File: config.mk
export PLATFORM = sky130hd
export DESIGN_NAME = xlat_engine
export DESIGN_NICKNAME = d
export VERILOG_FILES = /design/src/rtl/xlat_pkg.sv /design/src/rtl/xlat_walker.sv /design/src/rtl/xlat_ctrl.sv /design/src/rtl/xlat_engine.sv
export SDC_FILE = /design/constraint.sdc
export NUM_CORES = 1
export LEC_CHECK = 0
export CAP_MARGIN = 20
export CORE_MARGIN = 2
export CORE_UTILIZATION = 60
export CTS_BUF_LIST = sky130_fd_sc_hd__clkbuf_8
export DETAILED_ROUTE_END_ITERATION = 10
export DONT_BUFFER_PORTS = 1
export GPL_ROUTABILITY_DRIVEN = 1
export GPL_TIMING_DRIVEN = 0
export MAX_ROUTING_LAYER = met4
export PLACE_DENSITY = 0.87
export SYNTH_ARGS = -nofsm -noshare
export SYNTH_HDL_FRONTEND = slang
export SYNTH_HIERARCHICAL = 1
export SYNTH_SLANG_ARGS = --single-unit
File: constraint.sdc
create_clock -name clk -period 5.2 [get_ports clk]
set_input_delay 1.56 -clock clk [delete_from_list [all_inputs] [get_ports clk]]
set_output_delay 1.56 -clock clk [all_outputs]
set_load 0.01 [all_outputs]
File: src/rtl/xlat_pkg.sv
package xlat_pkg;
    typedef enum logic [1:0] {
        ST_IDLE,
        ST_FETCH,
        ST_LOOKUP,
        ST_STORE
    } xlat_state_e;
endpackage

File: src/rtl/xlat_walker.sv
// Holds the running data pointer, the remaining count and the table base.
module xlat_walker #(
    parameter int ADDR_W = 16,
    parameter int DATA_W = 8
) (
    input  logic              clk,
    input  logic              rst_n,
    input  logic              load,
    input  logic              step,
    input  logic [ADDR_W-1:0] data_base,
    input  logic [ADDR_W-1:0] length,
    input  logic [ADDR_W-1:0] table_base,
    input  logic [DATA_W-1:0] rd_byte,
    output logic [ADDR_W-1:0] cur_addr,
    output logic [ADDR_W-1:0] lookup_addr,
    output logic              last
);
    localparam int PAD_W = ADDR_W - DATA_W;

    logic [ADDR_W-1:0] remain_q;
    logic [ADDR_W-1:0] tbase_q;

    always_ff @(posedge clk) begin
        if (!rst_n) begin
            cur_addr <= '0;
            remain_q <= '0;
            tbase_q  <= '0;
        end else if (load) begin
            cur_addr <= data_base;
            remain_q <= length;
            tbase_q  <= table_base;
        end else if (step) begin
            cur_addr <= cur_addr + ADDR_W'(1);
            remain_q <= remain_q - ADDR_W'(1);
        end
    end

    // Sum truncated to ADDR_W bits: wraps around the address space
    assign lookup_addr = tbase_q + {{PAD_W{1'b0}}, rd_byte};
    assign last        = (remain_q == ADDR_W'(1));

    // without load or step the job context must not move
    a_r8_context_hold: assert property (@(posedge clk) disable iff (!rst_n)
        (!load && !step) |=> ($stable(cur_addr) && $stable(remain_q) && $stable(tbase_q)));

    // every step advances to the next consecutive byte
    a_r3_advance: assert property (@(posedge clk) disable iff (!rst_n)
        (step && !load) |=> (cur_addr == $past(cur_addr) + ADDR_W'(1)));
endmodule

File: src/rtl/xlat_ctrl.sv
// Sequencer: read data, read table entry, write result, per byte.
module xlat_ctrl
    import xlat_pkg::*;
(
    input  logic        clk,
    input  logic        rst_n,
    input  logic        start,
    input  logic        req_empty,
    input  logic        last,
    output logic        load,
    output logic        step,
    output logic        sel_table,
    output logic        busy,
    output logic        done,
    output logic        mem_en,
    output logic        mem_we
);
    xlat_state_e state_q, state_d;
    logic        done_d;

    always_comb begin
        state_d = state_q;
        unique case (state_q)
            ST_IDLE:   if (start && !req_empty) state_d = ST_FETCH;
            ST_FETCH:  state_d = ST_LOOKUP;
            ST_LOOKUP: state_d = ST_STORE;
            ST_STORE:  state_d = last ? ST_IDLE : ST_FETCH;
            default:   state_d = ST_IDLE;
        endcase
    end

    always_ff @(posedge clk) begin
        if (!rst_n) begin
            state_q <= ST_IDLE;
            done    <= 1'b0;
        end else begin
            state_q <= state_d;
            done    <= done_d;
        end
    end

    always_comb begin
        load      = 1'b0;
        step      = 1'b0;
        sel_table = 1'b0;
        mem_en    = 1'b1;
        mem_we    = 1'b0;
        busy      = 1'b1;
        done_d    = 1'b0;
        unique case (state_q)
            ST_IDLE: begin
                busy   = 1'b0;
                mem_en = 1'b0;
                load   = start && !req_empty;
                done_d = start && req_empty;
            end
            ST_FETCH:  ;
            ST_LOOKUP: sel_table = 1'b1;
            ST_STORE: begin
                mem_we = 1'b1;
                step   = 1'b1;
                done_d = last;
            end
            default: begin
                busy   = 1'b0;
                mem_en = 1'b0;
            end
        endcase
    end

    // the completion pulse lasts a single cycle
    a_r7_done_pulse: assert property (@(posedge clk) disable iff (!rst_n)
        done |=> !done);

    // leaving the busy phase is always announced by done
    a_r7_done_on_fall: assert property (@(posedge clk) disable iff (!rst_n)
        $fell(busy) |-> done);

    // a new job is never loaded while one runs
    a_r8_no_reload: assert property (@(posedge clk) disable iff (!rst_n)
        (busy && start) |=> !$past(load));
endmodule

File: src/rtl/xlat_engine.sv
module xlat_engine #(
    parameter int ADDR_W = 16,
    parameter int DATA_W = 8
) (
    input  logic              clk,
    input  logic              rst_n,
    input  logic              start,
    input  logic [ADDR_W-1:0] data_base,
    input  logic [ADDR_W-1:0] length,
    input  logic [ADDR_W-1:0] table_base,
    output logic              busy,
    output logic              done,
    output logic              mem_en,
    output logic              mem_we,
    output logic [ADDR_W-1:0] mem_addr,
    output logic [DATA_W-1:0] mem_wdata,
    input  logic [DATA_W-1:0] mem_rdata
);
    logic              load, step, sel_table, last;
    logic [ADDR_W-1:0] cur_addr, lookup_addr;
    logic              req_empty;

    assign req_empty = (length == '0);

    xlat_ctrl u_ctrl (
        .clk       (clk),
        .rst_n     (rst_n),
        .start     (start),
        .req_empty (req_empty),
        .last      (last),
        .load      (load),
        .step      (step),
        .sel_table (sel_table),
        .busy      (busy),
        .done      (done),
        .mem_en    (mem_en),
        .mem_we    (mem_we)
    );

    xlat_walker #(
        .ADDR_W (ADDR_W),
        .DATA_W (DATA_W)
    ) u_walker (
        .clk         (clk),
        .rst_n       (rst_n),
        .load        (load),
        .step        (step),
        .data_base   (data_base),
        .length      (length),
        .table_base  (table_base),
        .rd_byte     (mem_rdata),
        .cur_addr    (cur_addr),
        .lookup_addr (lookup_addr),
        .last        (last)
    );

    assign mem_addr  = sel_table ? lookup_addr : cur_addr;
    // In the store cycle the read port returns the table entry
    assign mem_wdata = mem_rdata;

    // the write goes back to the address read two cycles before
    a_r4_write_target: assert property (@(posedge clk) disable iff (!rst_n)
        mem_we |-> (mem_addr == $past(mem_addr, 2)));

    // a write is always preceded by two reads
    a_r4_two_reads_first: assert property (@(posedge clk) disable iff (!rst_n)
        mem_we |-> ($past(mem_en) && !$past(mem_we) && $past(mem_en, 2) && !$past(mem_we, 2)));

    // an empty request completes at once without going busy
    a_r6_empty_request: assert property (@(posedge clk) disable iff (!rst_n)
        (start && !busy && length == '0) |=> (done && !busy && !mem_en));

    // a nonempty request starts the job in the next cycle
    a_r9_accept: assert property (@(posedge clk) disable iff (!rst_n)
        (start && !busy && length != '0) |=> (busy && mem_en && !mem_we));
endmodule

* Word-level counts from Yosys, hierarchy flattened
Cells that the tools add are included.
** Word-level totals
- Flip-flop bits (word level) :: 51
- Output and inout port bits :: 28
** Cells by class
- Reductions and logical operators :: 6
- Eq/ne operators :: 5
- Mux-type cells :: 13
- Add/subtract/negate cells :: 3
** Operators by type and width (count)
- 2-to-1 mux 16 bit :: 5
- adder 16 x 1 -> 16 bit, second input constant :: 1
- adder 16 x 8 -> 16 bit :: 1
- equality test 16 x 1 -> 1 bit, second input constant :: 1
- zero test 16 bit :: 1
- subtractor 16 x 1 -> 16 bit, second input constant :: 1
- one-hot mux 2 bit (4 select lines) :: 1
- 2-to-1 mux 1 bit :: 5
- equality test 2 bit, second input constant :: 2
- equality test 2 x 1 -> 1 bit, second input constant :: 1
- logical AND 1 bit :: 2
- zero test 2 bit :: 1
- 2-to-1 mux 2 bit :: 1
- != test 2 x 1 -> 1 bit, second input constant :: 1
- one-hot mux 1 bit (2 select lines) :: 1
- nonzero test 2 bit :: 1
- zero test 1 bit :: 1

* Depth between registers and ports, before layout
Gate-level depths: netlist of the first run.
- Depth in word-level cells :: 5
- Depth in mapped cells :: 9
- Mapped depth without buffers :: 9

* Modules after synthesis
Netlist of the first run, hierarchy kept.
** Modules (own cells, without submodules)
- xlat_walker :: seq. area each 960.9 um^2, times used 1, cells an instance 318, area an instance 2747.6 um^2
- xlat_engine :: seq. area each 0.0 um^2, times used 1, cells an instance 31, area an instance 342.8 um^2
- xlat_ctrl :: seq. area each 60.1 um^2, times used 1, cells an instance 23, area an instance 211.5 um^2

* Worst setup path before layout of the first run
No wires, ideal clock.
- Path kind :: input to output
- Start :: in mem_rdata[0]
- End :: out mem_addr[10]
- Setup slack :: 0.540 ns
- Cell stages on the path :: 9
- Arrival time :: 3.100 ns
- Data required time :: 3.640 ns
- Path buffers :: 0
- Path through :: ha_1 -> inv_1 -> fa_1 -> nand2b_1 -> a21o_1 -> and3_1 -> nor2_1 -> xor2_1 -> mux2_4
** On the way
- Cells in the longest elaborated chain, start to end :: 2
** RTL lines
- start, declared :: line xlat_engine.sv:17 : input logic [DATA_W-1:0] mem_rdata
- adder 16 x 8 -> 16 bit :: line xlat_walker.sv:39 : assign lookup_addr = tbase_q + {{PAD_W{1'b0}}, rd_byte};
- named net lookup_addr[10] :: line xlat_engine.sv:20 : logic [ADDR_W-1:0] cur_addr, lookup_addr;
- 2-to-1 mux 16 bit :: line xlat_engine.sv:57 : assign mem_addr = sel_table ? lookup_addr : cur_addr;
- end, declared :: line xlat_engine.sv:15 : output logic [ADDR_W-1:0] mem_addr,
The timed path passes the listed nets, and every way through them passes these cells.

* Worst setup path after layout of the first run
- Start :: in mem_rdata[1]
- End :: out mem_addr[15]
The elaborated chain is that of the path after synthesis.

==> impl_metrics.ini, run 1 <==
[timing]
maxSlewViolCount = 0
setup_violations = 0
layout_min_cycle_time_ns = 4.87
fmax_mhz = 206
finalHoldViolCount = 0
fin_setup_tns_ns = 0
relSlewSlack_pct = 50.1
worst_pin_slew_ns = 0.748
post-route-period-util_pct = 93.6
skew_ns = 0.00400
rsz0062_at_grt = no

[finish]
most-common-layout-cells = 51 x dfxtp_1, 29 x a21oi_1, 28 x o21ai_0
layout_commonest_cell = dfxtp_1
syn2layout_area_growth_pct = 5.19
final_layout_size_suffix_gt1_share_pct = 11.1
ff_latch_area_um2 = 1020
final_util_pct = 64.3
fin_nets = 454
fill_cells = 463
insertedDiodeCount = 0
multi_input_area_um2 = 2070

[routing]
drcViolationCount = 0
met1_length_um = 3320
dr_wl_met2_um = 3730
via_per_inst = 6.00
wl_per_cell_um = 16.8
dr.pass1.iters = 5
wl_met3_um = 413
drt_iter0_drc = 211
antenna_left = 0
vias = 2712
top_layer_used = met4
drt_wl_total_um = 7580

[critical_path]
worst_ep_required_time_ns = 3.64
arrival_ns = 3.31
cp_max_fo = 4
path_class = in2out
start_kind = input pin
critPathCaptureType = primary output
reg2reg_depth = 9
reg2reg_slack_ns = 2.59

[clock_network]
h-tree-depth = 2
cts-hold-fix-buffers = 0
path_clk_slew_ns = 0.09
cts_made_buffers = 5
clock_path_buffers = 2
cts_resized = 0
clock_latency_ns = 0.30
cts_tree = yes
postCtsSetupRepairBufs = 0
clockRootBuffer = clkbuf_8
clock_sinks = 51

[die]
initial_core_util_pct = 61.1
die_y_um = 78.2
top_level_ports = 87
rows = 27
core_um2 = 5410
die_w_um = 78.2
die_area_um2 = 6110

[pwr]
pwr_density_cell_nw_per_um2 = 334
p_leak_nw = 1.38
max-vdd-ir-drop_v = 0.000175

[global_route]
grt-ovfl-total = 0
grt_max_degree = 15
antenna_found_initial = 0
grtUsageTotal_pct = 25.4
grt_pass1_vias = 2634
grt_pass1_wl_um = 12000

[hold_path]
hold_path_depth = 2
hold_path_class = reg2reg

[yosys]
synth_flop_cell = dfxtp_1
synth_mux_area_share_pct = 11.7
synth-xor-area-share_pct = 11.1
async_flop_share_pct = 0
synth_adder_area_share_pct = 6.29
synth-edff-count = 0
avgSynthCellArea_um2 = 8.88
synth_simple_gate_area_share_pct = 19.7
syn-cell-area_um2 = 3300
syn_inst = 372
ys_types = 48
syn_nets = 447
ys_seq_area_share_pct = 30.9
synth_compound_area_share_pct = 13.8
ys_ff_latch = 51
yosysWarningCount = 6
synth_top_family_by_area = simple AND/OR/NAND/NOR gates

[status]
outcome = finished, final reports clean

[job]
max_cap_viol_count = 0

[place]
dp_hpwl_um = 5780
io_buffers = 0
gp_congestion = 0.902
[final timing paths]
| kind | from | end |
|---|---|---|
| min reg2reg | u_walker/tbase_q[6] | u_walker/tbase_q[6] |
| min | u_walker/tbase_q[6] | u_walker/tbase_q[6] |
| max reg2reg | u_ctrl/state_q[0] | u_walker/cur_addr[11] |
| max | mem_rdata[1] | mem_addr[15] |
[per-layer routing]
metal	vias to the layer above	GRT usage, %
met3	10	4.94
li1	1323	-
met1	1297	31.5
met2	82	42.2
met4	0	7.89
met5	-	-
[stage by stage]
step	setup slack [ns]	power [mW]	area, um^2	hold WS (ns)	cells
after CTS	0.358	1.16	3470	0.518	452
after global routing	0.238	1.23	3470	0.540	452
after global placement	0.389	0.918	3390	0.498	444
after detailed placement	0.367	0.937	3390	0.498	444
after floorplan	0.540	0.853	3300	0.473	372
final	0.335	1.16	3470	0.533	452
[power breakdown]
part / switching [mW] / internal [mW]
logic: 0.222 / 0.194
clock network: 0.132 / 0.0910
registers: 0.0684 / 0.451
[synth_stat cells (all sizes together), types with 2 or more instances]
library cell | n | share of area (%)
nor3b | 2 | 0.61
nor2b | 17 | 3.2
a31oi | 2 | 0.38
ha | 15 | 5.7
buf | 16 | 3.9
mux2i | 17 | 5.2
nor2 | 17 | 2.0
o211a | 6 | 1.8
a211oi | 2 | 0.45
a21o | 3 | 0.68
nand3b | 2 | 0.45
a21oi | 29 | 4.4
xor2 | 21 | 5.6
o21ai | 28 | 4.2
mux2 | 16 | 6.6
xnor2 | 21 | 5.6
nor3 | 9 | 1.4
and4 | 4 | 1.1
and3 | 4 | 0.76
nand2 | 21 | 2.4
nand2b | 7 | 1.4
nand3 | 9 | 1.4
dfxtp | 51 | 31
nand4 | 7 | 1.3
and2 | 3 | 0.57
nor4 | 8 | 1.5
clkbuf | 11 | 1.3
or3 | 2 | 0.38
inv | 10 | 1.1
o211ai | 2 | 0.45
[state kept, by name, indices dropped and copies added (netlist names)]
register and count:
u_ctrl/done 1, u_ctrl/state_q 2, u_walker/cur_addr 16, u_walker/remain_q 16, u_walker/tbase_q 16
[cell type report]
class,instances,area share (%)
multi-input combinational,283,59.6
clock buffer,5,1.98
clock inverter,3,0.360
sequential,51,29.4
buffer,27,4.90
inverter,11,1.19
tap,72,2.59
[cells by family (layout without fill, tap and decap cells)]
kind of cell | after synthesis | after routing
fa+ha+maj | 16 | 16
flops | 51 | 51
buf+inv | 38 | 46
simple gates | 115 | 115
xor+xnor | 42 | 42
compound gates | 77 | 77
mux | 33 | 33
[critical path: stages]
cell,delay (ns)
ha_1,0.29
a211oi_1,0.24
o21ai_0,0.19
a41oi_1,0.46
nor2_1,0.10
xor2_1,0.16
mux2_2,0.32
No activity file was read; power rests on OpenSTA's default activity.
==> inputs of run 2 (changes only) <==
Settings changed: CORE_UTILIZATION 60 to 55, PLACE_DENSITY 0.87 to 0.81.
==> run 2 against run 1 <==
Compared with the run above: fmax is 2.2% lower; die area is 8.6% higher; global-route usage is 1.4 points lower; clock power is 5% lower; critical path type unchanged; highest routed layer unchanged.
==> impl_metrics.ini, run 2 (synthesis gave the netlist of run 1 again) <==
[finish]
fin_nets = 454
stdcell_count = 453
biggestRegsByFlops = u_walker/cur_addr: 16 flops, u_walker/remain_q: 16 flops, u_walker/tbase_q: 16 flops
insertedDiodeCount = 0
fill_cells = 530
layout_commonest_cell = dfxtp_1
most-common-layout-cells = 51 x dfxtp_1, 29 x a21oi_1, 28 x o21ai_0
syn2layout_area_growth_pct = 5.04
final_layout_size_suffix_gt1_share_pct = 10.8

[global_route]
grt_pass1_vias = 2541
grt_pass1_wl_um = 11800
antenna_found_initial = 0
grt-ovfl-total = 0
grt_max_degree = 14
grtUsageTotal_pct = 24.0

[die]
die_w_um = 81.5
rows = 28
core_um2 = 5850
die_y_um = 81.5
initial_core_util_pct = 56.4
top_level_ports = 87
die_area_um2 = 6640

[timing]
fmax_mhz = 201
worst_pin_slew_ns = 0.728
setup_violations = 0
post-route-period-util_pct = 95.6
maxSlewViolCount = 0
rsz0062_at_grt = no
relSlewSlack_pct = 51.5
fin_setup_tns_ns = 0
layout_min_cycle_time_ns = 4.97
finalHoldViolCount = 0
skew_ns = 0.00313

[clock_network]
clock_latency_ns = 0.30
cts-hold-fix-buffers = 0
cts_tree = yes
clock_sinks = 51
clockRootBuffer = clkbuf_8
cts_resized = 0
path_clk_slew_ns = 0.08
h-tree-depth = 2
cts_made_buffers = 5
postCtsSetupRepairBufs = 0
clock_path_buffers = 2

[pwr]
max-vdd-ir-drop_v = 0.000183
pwr_density_cell_nw_per_um2 = 329
p_leak_nw = 1.37

[routing]
dr.pass1.iters = 4
via_per_inst = 5.85
drcViolationCount = 0
wl_per_cell_um = 16.5
drt_wl_total_um = 7460
antenna_left = 0
drt_iter0_drc = 157
vias = 2648

[job]
max_cap_viol_count = 0

[place]
io_buffers = 0
dp_hpwl_um = 5840
gp_congestion = 0.944
place_inst = 447

[critical_path]
start_kind = input pin
critPathCaptureType = primary output
cp_max_fo = 4
arrival_ns = 3.41
path_class = in2out
worst_ep_required_time_ns = 3.64

[hold_path]
hold_path_class = reg2reg

[status]
outcome = finished, final reports clean
## run 2: final timing paths
path / from / end / slack [ns] / cells after the start
min reg2reg: u_walker/cur_addr[15] / u_walker/cur_addr[15] / 0.51 / 2
max reg2reg: u_ctrl/state_q[0] / u_walker/remain_q[6] / 2.53 / 9
max: mem_rdata[4] / mem_addr[9] / 0.23 / 7
min: u_walker/cur_addr[15] / u_walker/cur_addr[15] / 0.51 / 2
## run 2: per-stage QoR
stage | util [%] | hold slack (ns) | power (mW) | setup WS (ns) | area [um^2]
3_5_place_dp | 58.0 | 0.497 | 0.938 | 0.290 | 3400
4_1_cts | 59.3 | 0.517 | 1.15 | 0.284 | 3470
2_1_floorplan | - | 0.473 | 0.853 | 0.540 | 3300
6_report | 59.3 | 0.513 | 1.14 | 0.227 | 3470
3_3_place_gp | 58.0 | 0.500 | 0.921 | 0.390 | 3400
5_1_grt | 59.3 | 0.560 | 1.22 | 0.184 | 3470
## run 2: worst max-delay path: stages
cell      delay, ns
ha_1           0.33
o211ai_1       0.12
o21ai_0        0.44
a41oi_1        0.31
nand2b_1       0.24
xnor2_1        0.13
mux2_4         0.28
## run 2: power breakdown
part | total [mW] | internal [mW] | switching (mW)
clock network | 0.211 | 0.0881 | 0.123
registers | 0.518 | 0.451 | 0.0672
logic | 0.414 | 0.194 | 0.219
total | 1.14 | 0.733 | 0.410
## run 2: final cells by class
cell class                      count  area [um^2]  share of cell area [%]
Buffer                             27          170                    4.91
Clock buffer                        5         68.8                    1.98
Clock inverter                      1         3.75                   0.108
Inverter                           11         41.3                    1.19
Multi-Input combinational cell    283         2070                    59.7
Sequential cell                    51         1020                    29.4
Tap cell                           75         93.8                    2.71
## run 2: per-layer routing
metal	GRT usage, %	part of all wire, %
met5	-	0
met4	8.14	1.5
met3	7.14	7.5
met2	37.9	47
met1	29.3	44
